==> src/rtl/jump_unit.sv <==
module jump_unit #(
  parameter int W = 16,
  parameter logic [15:0] RESET_PC = 16'h4400
) (
  input  logic         clk,
  input  logic         rst,
  input  logic         step,
  input  logic [15:0]  insn,
  input  logic         flag_n,
  input  logic         flag_z,
  input  logic         flag_c,
  input  logic         flag_v,
  output logic [15:0]  pc_q,
  output logic [15:0]  pc_next,
  output logic         taken,
  output logic         is_jump
);
  localparam int OFF_W = 10;
  localparam int EXT_W = W - OFF_W - 1;

  logic [2:0]   cond;
  logic         hit;
  logic [W-1:0] disp, seq_pc;

  assign is_jump = (insn[15:13] == 3'b001);
  assign cond    = insn[12:10];
  assign disp    = {{EXT_W{insn[OFF_W-1]}}, insn[OFF_W-1:0], 1'b0};
  assign seq_pc  = pc_q + W'(2);

  always_comb begin
    unique case (cond)
      3'd0: hit = !flag_z;
      3'd1: hit = flag_z;
      3'd2: hit = !flag_c;
      3'd3: hit = flag_c;
      3'd4: hit = flag_n;
      3'd5: hit = (flag_n == flag_v);
      3'd6: hit = (flag_n != flag_v);
      default: hit = 1'b1;
    endcase
  end

  assign taken   = is_jump && hit;
  assign pc_next = taken ? (seq_pc + disp) : seq_pc;

  always_ff @(posedge clk) begin
    if (rst)       pc_q <= {RESET_PC[W-1:1], 1'b0};
    else if (step) pc_q <= pc_next;
  end
endmodule

==> config.mk <==
export PLATFORM = sky130hd
export DESIGN_NAME = jump_unit
export DESIGN_NICKNAME = d
export VERILOG_FILES = /design/src/rtl/jump_unit.sv
export SDC_FILE = /design/constraint.sdc
export NUM_CORES = 1
export LEC_CHECK = 0
export ABC_AREA = 1
export BUFFER_PORTS_ARGS = -buffer_cell sky130_fd_sc_hd__buf_4
export CORE_UTILIZATION = 57
export DETAILED_ROUTE_END_ITERATION = 16
export PLACE_DENSITY = 0.95
export SLEW_MARGIN = 20
export SYNTH_ARGS = -nofsm -noshare
export SYNTH_HDL_FRONTEND = slang
export SYNTH_SLANG_ARGS = --single-unit
==> constraint.sdc <==
create_clock -name clk -period 3.9 [get_ports clk]
set_clock_uncertainty 0.1 [all_clocks]
set_input_delay 0.195 -clock clk [delete_from_list [all_inputs] [get_ports clk]]
set_output_delay 0.195 -clock clk [all_outputs]
set_load 0.01 [all_outputs]
### Word level (Yosys, flattened, before mapping)

Cells that the tools add are included.

| storage, ports and cells | value |
|---|---|
| word-level logic and storage cells | 18 |
| bits of input ports | 23 |
| flip-flop bits (word level) | 16 |

| operators by class | value |
|---|---|
| mux-type cells | 2 |
| reductions and logical operators | 4 |
| add/subtract/negate cells | 2 |
| equality and inequality tests | 9 |

Operators with widths:

| cell | number |
|---|---|
| 16-bit adder | 1 |
| 16-bit by 2-bit adder with 16-bit output (second input constant) | 1 |
| 16-bit two-way mux | 1 |
| 3-bit equality test (second input constant) | 3 |
| 1-bit one-hot mux with 7 select lines | 1 |
| 3-bit by 1-bit equality test with 1-bit output (second input constant) | 2 |
| 3-bit by 2-bit equality test with 1-bit output (second input constant) | 2 |
| 3-bit zero test | 1 |
| 1-bit zero test | 2 |
| 1-bit equality test | 1 |
| 1-bit logical AND | 1 |
| 1-bit != test | 1 |

### Longest topological paths before layout

Gate-level depths: netlist of the first run.

| depth | value |
|---|---|
| word-level depth | 4 |
| depth in mapped cells | 21 |

### Least setup slack after synthesis of the first run

Ideal clock, no wire load.

| timing path | value |
|---|---|
| path type | register -> output |
| start | register pc_q[1] |
| end | output pc_next[15] |
| data required time | 3.605 ns |
| stages on the path, launching flop included | 18 |
| slack | 1.382 ns |
| buffers on the path | 0 |
| arrival time | 2.223 ns |
| path through | dfxtp_1 > ha_1 > nand3_1 > nor2_1 > nand2_1 > xor2_1 > inv_1 > ha_1 > nand2_1 > nor2_1 > inv_1 > nor2_1 > nand2_1 > nand2_1 > nand2_1 > nand3_1 > nand2_1 > nand2_1 |

| between the ends | value |
|---|---|
| cells in the longest elaborated chain, start to end | 3 |

Ends and longest elaborated chain:

| what | line | text |
|---|---|---|
| from (decl) | 13 | `output logic [15:0] pc_q,` |
| from (signal assigned) | 47 | `if (rst) pc_q <= {RESET_PC[W-1:1], 1'b0};` |
| from (signal assigned) | 48 | `else if (step) pc_q <= pc_next;` |
| 16-bit by 2-bit adder with 16-bit output * | 28 | `assign seq_pc = pc_q + W'(2);` |
| 16-bit adder | 44 | `assign pc_next = taken ? (seq_pc + disp) : seq_pc;` |
| 16-bit two-way mux * | 44 |  |
| to (decl) | 14 | `output logic [15:0] pc_next,` |

Every way passes the cells marked *; elsewhere a longest branch is shown, timed or not.

### Final worst setup path of the first run

Same ends and word-level chain as after synthesis.

==> run_results.csv, run 1 <==
group,metric,value,unit
routing,avgViaCountPerCell,5.19,
cells_and_area,top_register,"pc_q",
sta,maxSlewHeadroom,45.5,%
sta,finalSetupViolations,0,
cells_and_area,drive_gt1_share,17.6,%
sta,tightest_slew,816,ps
die,ios,57,
sta,worst_slack,596,ps
die,die_x,62.0,µm
setup_path,critPathMaxStageDelay,470,ps
cells_and_area,largest_reg_flops,15,
power_and_ir_drop,ir_drop,0.000187,V
yosys,yosys_register_bits,15,
setup_path,cp-end-kind,"output port",
clocking,h-tree-depth,1,
clocking,cts_resized,0,
power_and_ir_drop,finalPower,0.575,mW
yosys,syn_area,2050,µm²
placement,hpwl,4340,µm
setup_path,cp_top_family,"simple AND/OR/NAND/NOR gates",
routing,firstDrtPassIters,5,
power_and_ir_drop,p_leak,1.50,nW
placement,place_ws,939,ps
clocking,cts_sinks,15,
clocking,clk_latency,290,ps
routing,wl_per_cell,11.7,µm
cells_and_area,finalCoreUtilization,73.3,%
cells_and_area,n_antenna_cell,0,
setup_path,crit_type,"reg -> out",
sta,rsz0062_at_grt,"no",
clocking,cts-root-buf,"clkbuf_4",
die,die_height,62.0,µm
setup_path,crit_top_cell,"nand2_1",
yosys,yosysWarnings,0,
routing,post-route-drc-count,0,
clocking,cts_tree,"built",
hold_path,hold_path.class,"in -> reg",
routing,drt-initial-drc-count,141,
routing,wl,5240,µm
sta,tns,0,ps
sta,period_needed,3300,ps
yosys,postSynthCellCount,352,
global_route,grt_max_degree,22,
sta,clock.fmax,0.303,GHz
die,num_rows,21,
global_route,grt_pass1_wl,7720,µm
clocking,clk_pin_slew,90,ps
setup_path,crit_arrival,3010,ps
die,die-area,3840,µm²
cells_and_area,top_regs,"pc_q (15)",
cells_and_area,nets,447,
power_and_ir_drop,power_density,231,nW/µm²
cells_and_area,layout_commonest_cell,"nand2_1",
clocking,clockBufferDepth,2,
yosys,yosysUniqueCellTypes,35,
cells_and_area,fill_cells,287,
sta,drv_slew,0,
global_route,grt_pass1_vias,1867,
cells_and_area,area_growth,21.3,%
clocking,postCtsSetupBuffers,0,
global_route,grt_usage,27.4,%
die,start_util,60.5,%
setup_path,crit_required,3610,ps
yosys,ys_seq_area_share,14.7,%
cells_and_area,layout_common_cells,"108 x nand2_1, 63 x inv_1, 54 x buf_4, 28 x nor2_1, 25 x nand3_1",
routing,num_vias,2330,
clocking,cts_hold_buf,0,
run,max_cap_viol_count,0,
clocking,cts_made_buffers,3,
setup_path,cp_num_buf_inv,3,
global_route,grt-ovfl-total,0,
placement,port_buffers,54,
global_route,antenna_found_initial,0,
run_status,outcome,"completed",
die,core_area,3390,µm²
setup_path,cp_slowest_cell,"dfxtp_1",
yosys,avgSynthCellArea,5.82,µm²
routing,ant_nets,0,
sta,finalHoldViolCount,0,
setup_path,crit_fanout,6,
setup_path,start_kind,"flip-flop",
setup_path,cp_cell_sequence,"ha_1 -> nand3_1 -> nor2_1 -> nand2_1 -> xor2_1 -> inv_1 -> ha_1 -> nand2_1 -> nor2_1 -> inv_1 -> nor2_1 -> nand2_1 -> nand3_1 -> nand3_1 -> nand2_1 -> nand2_1 -> buf_4",
sta,fin_crit_sh,84.7,%
placement,place_congestion,0.853,
==> synth_stat cells, drive strengths merged <==
library cell	count	area share, %
xor2	12	5.1
o21ai	16	4.3
buf	6	2.4
inv	65	12
dfxtp	15	15
xnor2	1	0.43
a21o	1	0.37
nand3	27	7.1
conb	1	0.18
o21ba	1	0.49
nand4	6	1.8
a21oi	21	5.1
nand3b	4	1.5
o31ai	1	0.37
nor2	31	6.5
o21bai	2	0.73
o211ai	1	0.37
nand2	111	21
ha	19	12
nor3b	1	0.61
a31oi	1	0.31
fa	1	0.98
clkbuf	2	0.37
a21boi	2	0.73
nor3	1	0.24
and2	3	0.92
==> stage by stage <==
| stage | hold slack, ps | std cells | area [µm²] |
|---|---|---|---|
| after global placement | 386 | 445 | 2460 |
| after floorplan | 251 | 353 | 2050 |
| after CTS | 105 | 449 | 2490 |
| final | 107 | 449 | 2490 |
| after global routing | 101 | 449 | 2490 |
| after detailed placement | 392 | 445 | 2460 |
==> worst register-to-register path, stage by stage, from the launching register on <==
cell	delay, ps
dfxtp_1	470
ha_1	200
nand3_1	80
nor2_1	300
nand2_1	120
xor2_1	190
inv_1	90
ha_1	320
nand2_1	100
nor2_1	160
inv_1	60
nor2_1	80
nand2_1	70
nand3_1	110
nand3_1	80
nand2_1	110
nand3_1	90
nand2_1	70
inv_1	30
==> layer usage <==
metal / part of all wire [%] / vias up / global-route usage (%)
met5: 0 / - / 0
met4: 2.2 / 0 / 7.30
met3: 5.5 / 15 / 6.00
met2: 49 / 94 / 50.9
met1: 43 / 1011 / 31.1
li1: - / 1210 / -
==> cell families after synthesis <==
family / count (synthesis) / synth area share (%)
other: 1 / 0.183
AND/OR/NAND/NOR: 184 / 39.6
adder cells (fa/ha/maj): 20 / 12.6
AO/OA/AOI/OAI: 46 / 12.8
flip-flops: 15 / 14.7
XOR/XNOR: 13 / 5.56
buffers and inverters: 73 / 14.7
==> final timing paths <==
path / cells past startpoint / start / endpoint / slack (ps)
worst max-delay path: 17 / pc_q[1]$_SDFFE_PP0P_ / pc_next[15] / 600
worst min-delay path: 2 / step / pc_q[11]$_SDFFE_PP0P_ / 110
worst max register to register: 18 / pc_q[1]$_SDFFE_PP0P_ / pc_q[15]$_SDFFE_PP0P_ / 980
worst min register to register: 2 / pc_q[14]$_SDFFE_PP1P_ / pc_q[14]$_SDFFE_PP1P_ / 420
==> area by class of cell <==
class / instances / area [µm²] / share of cell area, %
multi-input combinational: 265 / 1450 / 58.4
timing repair buffer: 54 / 405 / 16.3
inverter: 65 / 244 / 9.81
clock buffer: 4 / 26.3 / 1.06
tap: 46 / 57.6 / 2.32
sequential: 15 / 300 / 12.1
==> power breakdown <==
part | switching (mW) | total, mW | internal, mW
combinational | 0.174 | 0.303 | 0.128
sequential | 0.0154 | 0.180 | 0.165
clock | 0.0527 | 0.0925 | 0.0398
total | 0.243 | 0.575 | 0.333
Note: power is estimated with default switching activity, not from simulation.
==> inputs of run 2 (changes only) <==
--- a/config.mk
+++ b/config.mk
@@ -7,9 +7,9 @@
 export LEC_CHECK = 0
 export ABC_AREA = 1
 export BUFFER_PORTS_ARGS = -buffer_cell sky130_fd_sc_hd__buf_4
-export CORE_UTILIZATION = 57
+export CORE_UTILIZATION = 53
 export DETAILED_ROUTE_END_ITERATION = 16
-export PLACE_DENSITY = 0.95
+export PLACE_DENSITY = 0.93
 export SLEW_MARGIN = 20
 export SYNTH_ARGS = -nofsm -noshare
 export SYNTH_HDL_FRONTEND = slang
==> constraint.sdc (replaced) <==
create_clock -name clk -period 3.4 [get_ports clk]
set_clock_uncertainty 0.1 [all_clocks]
set_input_delay 0.17 -clock clk [delete_from_list [all_inputs] [get_ports clk]]
set_output_delay 0.17 -clock clk [all_outputs]
set_load 0.01 [all_outputs]
==> run_results.csv, run 2 (synthesized netlist as in run 1, its figures left out) <==
group,metric,value,unit
global_route,grt_pass1_vias,2140,
cells_and_area,fill_cells,338,
cells_and_area,fin_area,2520,µm²
setup_path,timing.rr.start,"pc_q[2]$_SDFFE_PP0P_",
global_route,grt-busiest-layer,"met2",
cells_and_area,multi_input_area,1460,µm²
cells_and_area,regArea,303,µm²
routing,post-route-drc-count,0,
setup_path,cp_cell_sequence,"nand3_2 -> nor2_4 -> nand2_4 -> nor2_4 -> a21boi_0 -> nor2_1 -> inv_2 -> ha_1 -> nand2_1 -> nor2_1 -> inv_1 -> nor2_1 -> nand2_1 -> nand3_1 -> nand3_1 -> nand2_1 -> nand2_1 -> buf_4",
die,core_area,3690,µm²
hold_path,hold_path.class,"in -> reg",
clocking,postCtsSetupBuffers,0,
routing,drt-initial-drc-count,138,
clocking,clockBufferDepth,2,
cells_and_area,n_antenna_cell,0,
cells_and_area,drive_gt1_share,18.6,%
die,ios,57,
global_route,use_met2,50.3,%
setup_path,crit_arrival,2930,ps
sta,worst_slack,197,ps
cells_and_area,layout_commonest_cell,"nand2_1",
sta,drv_slew,0,
routing,avgViaCountPerCell,5.12,
sta,clock.fmax,0.312,GHz
cells_and_area,finalCoreUtilization,68.3,%
sta,holdWs,136,ps
sta,finalSetupViolations,0,
sta,fin_crit_sh,94.2,%
global_route,grt_usage,27.4,%
placement,dpl_cell_area,2470,µm²
global_route,antenna_found_initial,0,
setup_path,cp_num_buf_inv,3,
setup_path,cp-end-kind,"output port",
sta,maxSlewHeadroom,57.0,%
power_and_ir_drop,power_density,279,nW/µm²
clocking,cts-root-buf,"clkbuf_8",
clocking,clk_latency,250,ps
die,die-area,4120,µm²
setup_path,cp_slowest_cell,"dfxtp_1",
cells_and_area,top_register,"pc_q",
clocking,cts_tree,"built",
global_route,grt_pass1_wl,8990,µm
global_route,grt_max_degree,18,
die,die_x,64.2,µm
setup_path,critPathMaxStageDelay,450,ps
die,die_height,64.2,µm
run_status,outcome,"completed",
setup_path,start_kind,"flip-flop",
clocking,cts_sinks,15,
sta,period_needed,3200,ps
sta,finalHoldViolCount,0,
setup_path,crit_required,3130,ps
sta,tightest_slew,644,ps
routing,ant_nets,0,
clocking,cts_hold_buf,0,
global_route,met1_usage,32.6,%
power_and_ir_drop,ir_drop,0.000247,V
global_route,grt-ovfl-total,0,
routing,wl_per_cell,11.7,µm
setup_path,crit_type,"reg -> out",
setup_path,crit_fanout,5,
clocking,cts_made_buffers,3,
run,max_cap_viol_count,0,
die,num_rows,22,
cells_and_area,largest_reg_flops,15,
power_and_ir_drop,p_leak,1.51,nW
cells_and_area,area_growth,23.0,%
cells_and_area,nets,448,
placement,hpwl,4340,µm
power_and_ir_drop,finalPower,0.703,mW
clocking,h-tree-depth,1,
setup_path,crit_top_cell,"nand2_1",
global_route,grt_use_met3,4.82,%
routing,firstDrtPassIters,4,
clocking,clk_pin_slew,60,ps
placement,port_buffers,54,
hold_path,min-delay-start,"step",
cells_and_area,layout_common_cells,"108 x nand2_1, 63 x inv_1, 55 x buf_4, 27 x nor2_1, 25 x nand3_1",
setup_path,worstSetupStartpoint,"pc_q[2]$_SDFFE_PP0P_",
die,start_util,55.6,%
placement,place_ws,497,ps
cells_and_area,top_regs,"pc_q (15)",
placement,place_congestion,0.925,
setup_path,cp_top_family,"simple AND/OR/NAND/NOR gates",
routing,num_vias,2316,
routing,wl,5310,µm
==> run 2: cell type report <==
type	instances	area share [%]
inverters	65	9.68
flip-flops and latches	15	12.0
well taps	48	2.38
repair buffers	55	16.4
clock buffers	4	1.79
multi-input cells	265	57.7
==> run 2: path summary, 6_finish.rpt <==
| kind | to | slack, ps | cells after the start |
|---|---|---|---|
| max reg2reg | pc_q[15]$_SDFFE_PP0P_ | 520 | 19 |
| max | pc_next[15] | 200 | 18 |
| min reg2reg | pc_q[14]$_SDFFE_PP1P_ | 410 | 2 |
| min | pc_q[11]$_SDFFE_PP0P_ | 140 | 2 |
==> run 2: repair_timing <==
| action | 4_1_cts | 5_1_grt |
|---|---|---|
| setup endpoints to repair | 0 | 1 |
| resized for setup | 0 | 3 |
| hold endpoints to repair | 0 | 0 |
==> run 2: metal layers <==
metal / share of wire (%) / wire length (µm)
met1: 43 / 2310
met2: 50 / 2650
met3: 4.9 / 261
met4: 1.8 / 93
met5: 0 / 0
==> run 2: power breakdown <==
part	total, mW	internal (mW)	switching (mW)
Sequential	0.207	0.190	0.0173
Clock	0.147	0.0831	0.0641
Combinational	0.348	0.148	0.200
==> run 2: through the flow <==
stage          TNS [ps]  std cells
2_1_floorplan         0        353
3_3_place_gp          0        448
3_5_place_dp          0        448
4_1_cts               0        452
5_1_grt           -10.9        452
6_report              0        452
==> run 2: worst reg2reg max path, cell delays in order (launching register included) <==
cell and delay [ps]:
dfxtp_1 450, nand3_2 190, nor2_4 160, nand2_4 80, nor2_4 130, a21boi_0 110, nor2_1 130, inv_2 60
ha_1 350, nand2_1 120, nor2_1 170, inv_1 70, nor2_1 90, nand2_1 80, nand3_1 110, nand3_1 80
nand2_1 110, nand3_1 90, nand2_1 70, inv_1 30
